==> config.mk <==
export PLATFORM = sky130hd
export DESIGN_NAME = twl_unstick
export DESIGN_NICKNAME = d
export VERILOG_FILES = /design/src/rtl/twl_unstick_pkg.sv /design/src/rtl/twl_step_timer.sv /design/src/rtl/twl_pulse_counter.sv /design/src/rtl/twl_phase_fsm.sv /design/src/rtl/twl_override_reg.sv /design/src/rtl/twl_unstick.sv
export SDC_FILE = /design/constraint.sdc
export NUM_CORES = 1
export LEC_CHECK = 0
export ABC_CLOCK_PERIOD_IN_PS = 1400
export CORE_AREA = 2 2 57 49
export DETAILED_ROUTE_END_ITERATION = 6
export DIE_AREA = 0 0 59 51
export PLACE_DENSITY = 0.73
export SKIP_LAST_GASP = 1
export SLEW_MARGIN = 15
export SYNTH_ARGS = -nofsm -noshare
export SYNTH_HDL_FRONTEND = slang
export SYNTH_SLANG_ARGS = --single-unit
==> constraint.sdc <==
create_clock -name clk -period 1.4 [get_ports clk]
set_clock_uncertainty 0.15 [all_clocks]
set_input_delay 0.28 -clock clk [delete_from_list [all_inputs] [get_ports clk]]
set_output_delay 0.28 -clock clk [all_outputs]
set_load 0.05 [all_outputs]
==> src/rtl/twl_unstick_pkg.sv <==
package twl_unstick_pkg;

   // Sequencer phases. One pulse is RELEASE followed by CLKLOW.
   typedef enum logic [2:0] {
      PH_IDLE      = 3'd0,
      PH_RELEASE   = 3'd1,
      PH_CLKLOW    = 3'd2,
      PH_STOP_BOTH = 3'd3,
      PH_STOP_SDA  = 3'd4,
      PH_STOP_FREE = 3'd5
   } phase_t;

   function automatic logic phase_drives_scl(phase_t p);
      return (p == PH_CLKLOW) || (p == PH_STOP_BOTH);
   endfunction

   function automatic logic phase_drives_sda(phase_t p);
      return (p == PH_STOP_BOTH) || (p == PH_STOP_SDA);
   endfunction

endpackage

==> src/rtl/twl_step_timer.sv <==
module twl_step_timer #(
   parameter int STEP_CYC = 4
) (
   input  logic clk,
   input  logic rst_n,
   input  logic run,
   output logic tick
);
   generate
      if (STEP_CYC == 1) begin : g_single
         // Every phase lasts one cycle: no counter required.
         assign tick = run;
      end else begin : g_count
         localparam int CNT_W = $clog2(STEP_CYC);
         localparam logic [CNT_W-1:0] LAST = CNT_W'(STEP_CYC - 1);
         logic [CNT_W-1:0] cnt_q;

         assign tick = run && (cnt_q == LAST);

         always_ff @(posedge clk or negedge rst_n) begin
            if (!rst_n) begin
               cnt_q <= '0;
            end else if (!run || tick) begin
               cnt_q <= '0;
            end else begin
               cnt_q <= cnt_q + 1'b1;
            end
         end
      end
   endgenerate
endmodule

==> src/rtl/twl_pulse_counter.sv <==
module twl_pulse_counter #(
   parameter int PULSES = 9
) (
   input  logic clk,
   input  logic rst_n,
   input  logic clr,
   input  logic inc,
   output logic last
);
   localparam int PC_W = (PULSES > 1) ? $clog2(PULSES) : 1;
   localparam logic [PC_W-1:0] LAST_IDX = PC_W'(PULSES - 1);

   logic [PC_W-1:0] cnt_q;

   assign last = (cnt_q == LAST_IDX);

   always_ff @(posedge clk or negedge rst_n) begin
      if (!rst_n) begin
         cnt_q <= '0;
      end else if (clr) begin
         cnt_q <= '0;
      end else if (inc) begin
         cnt_q <= cnt_q + 1'b1;
      end
   end
endmodule

==> src/rtl/twl_phase_fsm.sv <==
module twl_phase_fsm
   import twl_unstick_pkg::*;
(
   input  logic   clk,
   input  logic   rst_n,
   input  logic   go,
   input  logic   tick,
   input  logic   last_pulse,
   output phase_t phase,
   output logic   pulse_inc,
   output logic   seq_end,
   output logic   done
);
   phase_t phase_q, phase_d;
   logic   done_q;

   assign phase     = phase_q;
   assign done      = done_q;
   assign pulse_inc = tick && (phase_q == PH_CLKLOW) && !last_pulse;
   assign seq_end   = tick && (phase_q == PH_STOP_FREE);

   always_comb begin
      phase_d = phase_q;
      unique case (phase_q)
         PH_IDLE:      if (go)   phase_d = PH_RELEASE;
         PH_RELEASE:   if (tick) phase_d = PH_CLKLOW;
         PH_CLKLOW:    if (tick) phase_d = last_pulse ? PH_STOP_BOTH : PH_RELEASE;
         PH_STOP_BOTH: if (tick) phase_d = PH_STOP_SDA;
         PH_STOP_SDA:  if (tick) phase_d = PH_STOP_FREE;
         PH_STOP_FREE: if (tick) phase_d = PH_IDLE;
         default:                phase_d = PH_IDLE;
      endcase
   end

   always_ff @(posedge clk or negedge rst_n) begin
      if (!rst_n) begin
         phase_q <= PH_IDLE;
         done_q  <= 1'b0;
      end else begin
         phase_q <= phase_d;
         done_q  <= seq_end;
      end
   end
endmodule

==> src/rtl/twl_override_reg.sv <==
module twl_override_reg (
   input  logic clk,
   input  logic rst_n,
   input  logic we,
   input  logic wr_irq_en,
   input  logic wr_sda,
   input  logic wr_scl,
   input  logic lock,
   input  logic clear_ovr,
   output logic irq_en,
   output logic sw_sda,
   output logic sw_scl
);
   always_ff @(posedge clk or negedge rst_n) begin
      if (!rst_n) begin
         irq_en <= 1'b0;
         sw_sda <= 1'b0;
         sw_scl <= 1'b0;
      end else begin
         if (we) begin
            irq_en <= wr_irq_en;
         end
         if (clear_ovr) begin
            sw_sda <= 1'b0;
            sw_scl <= 1'b0;
         end else if (we && !lock) begin
            sw_sda <= wr_sda;
            sw_scl <= wr_scl;
         end
      end
   end
endmodule

==> src/rtl/twl_unstick.sv <==
module twl_unstick
   import twl_unstick_pkg::*;
#(
   parameter int REG_W      = 16,
   parameter int STEP_CYC   = 4,
   parameter int PULSES     = 9,
   parameter int IRQ_EN_BIT = 6,
   parameter int SDA_BIT    = 8,
   parameter int SCL_BIT    = 9
) (
   input  logic             clk,
   input  logic             rst_n,
   input  logic             reg_we,
   input  logic [REG_W-1:0] reg_wdata,
   output logic [REG_W-1:0] reg_rdata,
   input  logic             recover_go,
   output logic             recover_done,
   output logic             scl_force_low,
   output logic             sda_force_low,
   output logic             core_irq_en
);
   // Elaboration-time parameter checks
   generate
      if (STEP_CYC < 1) begin : g_bad_step
         $error("twl_unstick: STEP_CYC must be at least 1");
      end
      if (PULSES < 1) begin : g_bad_pulses
         $error("twl_unstick: PULSES must be at least 1");
      end
      if (IRQ_EN_BIT >= REG_W || SDA_BIT >= REG_W || SCL_BIT >= REG_W) begin : g_bad_pos
         $error("twl_unstick: a field position lies outside REG_W");
      end
      if (IRQ_EN_BIT == SDA_BIT || IRQ_EN_BIT == SCL_BIT || SDA_BIT == SCL_BIT) begin : g_bad_overlap
         $error("twl_unstick: field positions must be distinct");
      end
   endgenerate

   phase_t phase;
   logic   tick, last_pulse, pulse_inc, seq_end;
   logic   seq_active;
   logic   sw_sda, sw_scl;
   logic   unused_wdata;

   assign seq_active   = (phase != PH_IDLE);
   assign unused_wdata = ^reg_wdata;

   twl_step_timer #(.STEP_CYC(STEP_CYC)) u_timer (
      .clk   (clk),
      .rst_n (rst_n),
      .run   (seq_active),
      .tick  (tick)
   );

   twl_pulse_counter #(.PULSES(PULSES)) u_pulses (
      .clk   (clk),
      .rst_n (rst_n),
      .clr   (!seq_active),
      .inc   (pulse_inc),
      .last  (last_pulse)
   );

   twl_phase_fsm u_fsm (
      .clk        (clk),
      .rst_n      (rst_n),
      .go         (recover_go),
      .tick       (tick),
      .last_pulse (last_pulse),
      .phase      (phase),
      .pulse_inc  (pulse_inc),
      .seq_end    (seq_end),
      .done       (recover_done)
   );

   twl_override_reg u_reg (
      .clk       (clk),
      .rst_n     (rst_n),
      .we        (reg_we),
      .wr_irq_en (reg_wdata[IRQ_EN_BIT]),
      .wr_sda    (reg_wdata[SDA_BIT]),
      .wr_scl    (reg_wdata[SCL_BIT]),
      .lock      (seq_active),
      .clear_ovr (seq_end),
      .irq_en    (core_irq_en),
      .sw_sda    (sw_sda),
      .sw_scl    (sw_scl)
   );

   assign scl_force_low = seq_active ? phase_drives_scl(phase) : sw_scl;
   assign sda_force_low = seq_active ? phase_drives_sda(phase) : sw_sda;

   always_comb begin
      for (int i = 0; i < REG_W; i++) begin
         if (i == IRQ_EN_BIT)   reg_rdata[i] = core_irq_en;
         else if (i == SDA_BIT) reg_rdata[i] = sda_force_low;
         else if (i == SCL_BIT) reg_rdata[i] = scl_force_low;
         else                   reg_rdata[i] = 1'b0;
      end
   end
endmodule

==> results of run 1 <==
## cells by family (layout without fill, tap and decap cells)
group	Yosys count	after routing	synth area share (%)
other	1	13	0.447
AO/OA/AOI/OAI	15	15	12.7
flip-flops	13	13	38.8
AND/OR/NAND/NOR	22	22	18.8
buffers and inverters	24	53	19.8
adder cells (fa/ha/maj)	3	3	4.48
multiplexers	4	4	4.93
## final cells by class
class                      instances  area, sq um
clock buffer                       4         26.3
fill                             224         1200
inverter                           4         17.5
multi-input combinational         57          464
sequential                        13          325
tap                               28         35.0
timing repair buffer              45          440
## worst max-delay path, cell delays in order (launching register included)
cell and delay, ns:
dfrtp_1 0.43, nor2_1 0.06, or3_4 0.34, o21ai_4 0.10, buf_12 0.16
## where the power goes
group	switching, W	internal [W]	total (W)	leakage, nW
logic	0.00108	0.00108	0.00215	0.432
registers	0.0000988	0.000498	0.000597	0.166
clock network	0.000130	0.000111	0.000241	0.0150
total	0.00130	0.00169	0.00299	0.613
## stage by stage
stage	instances	instance area, sq um	utilization [%]	hold WS (ns)	total power (W)
3_5_place_dp	136	1150	46.0	0.279	0.00250
6_report	151	1310	52.1	0.148	0.00299
4_1_cts	149	1290	51.4	0.147	0.00298
3_3_place_gp	136	1150	46.0	0.272	0.00243
2_1_floorplan	94	930	-	-0.166	0.00179
5_1_grt	151	1310	52.1	0.168	0.00315
## per-layer routing
metal  vias up  GRT usage, %  wire [um]
met5         -             0          0
li1        340             -          -
met1       336          14.6        749
met4         0          10.2         25
met2        19          25.2       1100
met3         3          1.01         49
## repair_timing
action | in CTS | in global routing
pin swaps | 7 | 5
resized for setup | 12 | 2
hold buffers | 0 | 0
endpoints found under the setup margin | 14 | 15
setup buffers | 10 | 2
endpoints found under the hold margin | 0 | 0
## flip-flops by register name, indices dropped and copies added (netlist names)
| signal | cells |
|---|---|
| u_reg.sw_sda | 1 |
| u_reg.sw_scl | 1 |
| u_fsm.done | 1 |
| u_fsm.phase | 3 |
| u_pulses.cnt_q | 4 |
| u_timer.g_count.cnt_q | 2 |
| u_reg.irq_en | 1 |
## placed cells by master, fill, tap and decap left out, types with 3 or more instances in the layout
master and instances:
clkbuf_4 3, buf_4 32, mux2i_1 3, dfrtp_1 13, o21ai_0 4, clkdlybuf4s50_1 6
nor2_1 3, buf_12 7, conb_1 13
## worst max path at each step
stage	endpoint	from
floorplan	reg_rdata[8]	u_fsm.phase[2]
global placement	u_reg.sw_sda	reg_we
detailed placement	u_reg.sw_scl	reg_we
CTS	reg_rdata[8]	u_fsm.phase[2]
global route	sda_force_low	u_fsm.phase[2]
finish	reg_rdata[8]	u_fsm.phase[2]
==> run_results.csv, run 1 <==
group,metric,value,unit
synthesis,avgSynthCellArea,10.2,sq um
worst_setup_path,crit_path_max_fanout,5,
power_and_ir_drop,powerDensity,2290,nW/um^2
floorplanning,fp.coreArea,2510,sq um
power_and_ir_drop,ir_drop,1280,uV
worst_setup_path,r2r_end,"u_pulses.cnt_q[1]",
finish,layout.nets,147,
worst_setup_path,crit_type,"flip-flop to output pin",
drt,viasPerCell,4.62,
synthesis,yosysTopAreaCell,"dfrtp_1",
global_route,overflow,0,
synthesis,synth_cell_type_count,28,
clock_network,clkSinkCount,13,
floorplanning,die_h,51,um
sta,finalCritPeriodShare,129,%
drt,drcViolationCount,0,
clock_network,cts_buffers,3,
sta,max_freq,553,MHz
drt,vias,698,
worst_setup_path,r2r-start,"u_pulses.cnt_q[0]",
worst_setup_path,reg2reg_slack,-0.14,ns
drt,drt_pre_antenna_iters,4,
floorplanning,dieArea,3010,sq um
drt,drt_iter0_markers,17,
clock_network,ctsHtreeMaxLevel,1,
synthesis,synth.area.top_cells,"dfrtp_1 39%, buf_4 16%, ha_1 4.5%, mux2i_1 3.6%, o21ai_0 3.6%",
job,drv_cap,0,
synthesis,ys.flop_type,"dfrtp_1",
synthesis,ys_ff_latch,13,
floorplanning,initial_core_util,33.4,%
finish,insertedDiodeCount,0,
synthesis,synth_most_common_cell,"buf_4",
floorplanning,io-pin-count,40,
placed_design,gp_congestion,0.815,
clock_network,cts_tree,"built",
floorplanning,die_width,59,um
placed_design,io_buffers,13,
run_status,violations,"negative setup slack",
clock_network,path_clk_slew,0.08,ns
worst_setup_path,worstPathArrival,1.38,ns
finish,drive_above_1_share,53.7,%
placed_design,dpl_worst_slack,-0.213,ns
drt,routed_wl,1920,um
sta,worst_slack,-0.408,ns
sta,tns,-2.31,ns
min_path,hold_path_class,"input port to async pin",
finish,areaGrowthSynthToFinish,56.1,%
power_and_ir_drop,p_leak,0.613,nW
global_route,antenna_found_initial,0,
sta,report.final.setup_viol,12,
worst_setup_path,start_kind,"flip-flop",
global_route,grt_usage,13.8,%
run_status,status,"complete, but fails checks",
drt,ant_nets,0,
worst_setup_path,cp-end-kind,"output pin",
synthesis,yosysWarnings,0,
clock_network,insertion_delay,0.28,ns
synthesis,synthTopCellsByCount,"18 x buf_4, 13 x dfrtp_1, 6 x o21ai_0",
synthesis,synth_area,838,sq um
floorplanning,row_count,17,
clock_network,root_buffer,"clkbuf_4",
synthesis,ys_seq_area_share,38.8,%
sta,hold_viol_final,0,
global_route,grt_max_degree,14,
synthesis,syn_inst,82,
global_route,grt_pass1_vias,712,
worst_setup_path,required,0.97,ns
sta,rsz0062_at_grt,"yes",
synthesis,synth_edf_count,0,
placed_design,dp_hpwl,1340,um
global_route,grt_pass1_wl,3070,um
sta,final_max_slew_viol_count,0,
clock_network,cts_buffer_depth,2,
synthesis,synth.top_cell.area_share,38.8,%
drt,wl_per_cell,12.7,um
synthesis,ys_async_sr_fraction,100,%
sta,min_period,1.81,ns
worst_setup_path,worstRegToRegCells,6,
Power figures use the tool's default switching activity.
==> run 2, diff against run 1 <==
--- a/config.mk
+++ b/config.mk
@@ -6,10 +6,11 @@
 export NUM_CORES = 1
 export LEC_CHECK = 0
 export ABC_CLOCK_PERIOD_IN_PS = 1400
-export CORE_AREA = 2 2 57 49
+export CORE_AREA = 2 2 57 48
+export CTS_BUF_LIST = sky130_fd_sc_hd__clkbuf_4
 export DETAILED_ROUTE_END_ITERATION = 6
-export DIE_AREA = 0 0 59 51
-export PLACE_DENSITY = 0.73
+export DIE_AREA = 0 0 59 50
+export PLACE_DENSITY = 0.74
 export SKIP_LAST_GASP = 1
 export SLEW_MARGIN = 15
 export SYNTH_ARGS = -nofsm -noshare
==> run_results.csv, run 2 (synthesized netlist as in run 1, its figures left out) <==
group,metric,value,unit
run_status,status,"complete, but fails checks",
run_status,violations,"negative setup slack",
floorplanning,row_count,16,
global_route,grt_pass1_wl,3140,um
worst_setup_path,startpoint,"u_reg.sw_sda",
worst_setup_path,start_kind,"flip-flop",
floorplanning,io-pin-count,40,
sta,max_freq,561,MHz
floorplanning,die_h,50,um
drt,ant_nets,0,
finish,stdcell_area,1300,sq um
clock_network,insertion_delay,0.28,ns
clock_network,path_clk_slew,0.08,ns
finish,largest_register_ffs,4,
finish,insertedDiodeCount,0,
min_path,hold_path_class,"input port to async pin",
sta,finalCritPeriodShare,127,%
floorplanning,fp.coreArea,2360,sq um
clock_network,postCtsHoldBufs,0,
worst_setup_path,crit_type,"flip-flop to output pin",
sta,rsz0062_at_grt,"yes",
worst_setup_path,r2r-start,"u_fsm.phase[0]",
drt,drt_pre_antenna_iters,4,
drt,vias,692,
worst_setup_path,cp-end-kind,"output pin",
clock_network,cts_tree,"built",
finish,mostFrequentLayoutCells,"24 x buf_4, 13 x conb_1, 13 x dfrtp_1",
sta,worst_slack,-0.384,ns
sta,report.final.setup_viol,10,
finish,regMostFlops,"u_pulses.cnt_q",
power_and_ir_drop,powerDensity,2310,nW/um^2
worst_setup_path,r2r_end,"u_pulses.cnt_q[3]",
sta,min_period,1.78,ns
global_route,grt_usage,14.4,%
finish,areaGrowthSynthToFinish,55.4,%
worst_setup_path,crit_path_max_fanout,2,
worst_setup_path,reg2reg_slack,-0.14,ns
power_and_ir_drop,ir_drop,1010,uV
sta,tns,-2.07,ns
placed_design,dpl.cell_count,133,
global_route,overflow,0,
drt,drcViolationCount,0,
global_route,grt_max_degree,14,
job,drv_cap,0,
worst_setup_path,worstRegToRegCells,4,
global_route,grt_pass1_vias,731,
finish,layout.nets,142,
sta,final_max_slew_viol_count,0,
global_route,antenna_found_initial,0,
worst_setup_path,required,0.97,ns
placed_design,gp_congestion,0.800,
worst_setup_path,crit_path_end,"reg_rdata[8]",
floorplanning,die_width,59,um
finish,final_cells,145,
drt,viasPerCell,4.77,
floorplanning,dieArea,2950,sq um
finish,drive_above_1_share,52.5,%
drt,drt_iter0_markers,15,
drt,routed_wl,1780,um
power_and_ir_drop,design_power_total,0.00300,W
floorplanning,initial_core_util,35.5,%
clock_network,clkSinkCount,13,
clock_network,cts_buffer_depth,2,
placed_design,dpl_worst_slack,-0.179,ns
placed_design,io_buffers,13,
finish,mostFrequentLayoutCell,"buf_4",
power_and_ir_drop,p_leak,0.600,nW
placed_design,placed_area,1140,sq um
placed_design,dp_hpwl,1270,um
clock_network,root_buffer,"clkbuf_4",
worst_setup_path,worstPathArrival,1.35,ns
clock_network,ctsHtreeMaxLevel,1,
sta,hold_viol_final,0,
drt,wl_per_cell,12.2,um
clock_network,cts_buffers,3,
## run 2: changes by cell type in the layout (fill, tap and decap cells not counted), sizes merged
cell	change
buf	-5
## run 2: per-stage QoR
stage	hold slack (ns)	util, %
floorplan	-0.166	-
global placement	0.272	48.1
detailed placement	0.282	48.1
CTS	0.141	53.2
global route	0.168	55.1
finish	0.140	55.1
## run 2: worst max-delay path: stages (launching register included)
cell and delay (ns):
dfrtp_1 0.39, nor2_2 0.04, or3_4 0.37, o21ai_4 0.10, buf_12 0.17
## run 2: how the worst min path moves through the flow
| stage | slack (ns) | end |
|---|---|---|
| finish | 0.14 | u_reg.irq_en |
| floorplan | -0.17 | u_fsm.done |
| detailed placement | 0.28 | u_timer.g_count.cnt_q[0] |
| CTS | 0.14 | u_reg.irq_en |
| global route | 0.17 | u_reg.irq_en |
| global placement | 0.27 | u_timer.g_count.cnt_q[0] |
## run 2: power by group
part,switching [W],internal (W)
Clock,0.000132,0.000130
Combinational,0.00108,0.00105
Sequential,0.000113,0.000498
## run 2: final cells by class
type                    count  area (sq um)
repair buffers             40           414
inverters                   4          20.0
well taps                  27          33.8
clock buffers               4          30.0
flip-flops and latches     13           325
multi-input cells          57           479
fillers                   199          1060
## run 2: per-layer routing
layer  wire length (um)  vias to the layer above  GRT usage [%]
met5                  0                        -              0
met4                 73                        0           9.85
met3                 86                        9           2.62
met2                971                       25           25.2
met1                643                      331           15.4
li1                   -                      327              -
## run 2: what timing repair did
action / 4_1_cts / 5_1_grt
setup endpoints to repair: 12 / 14
resized for setup: 10 / 13
buffers inserted: 9 / 0
pin swaps: 8 / 4
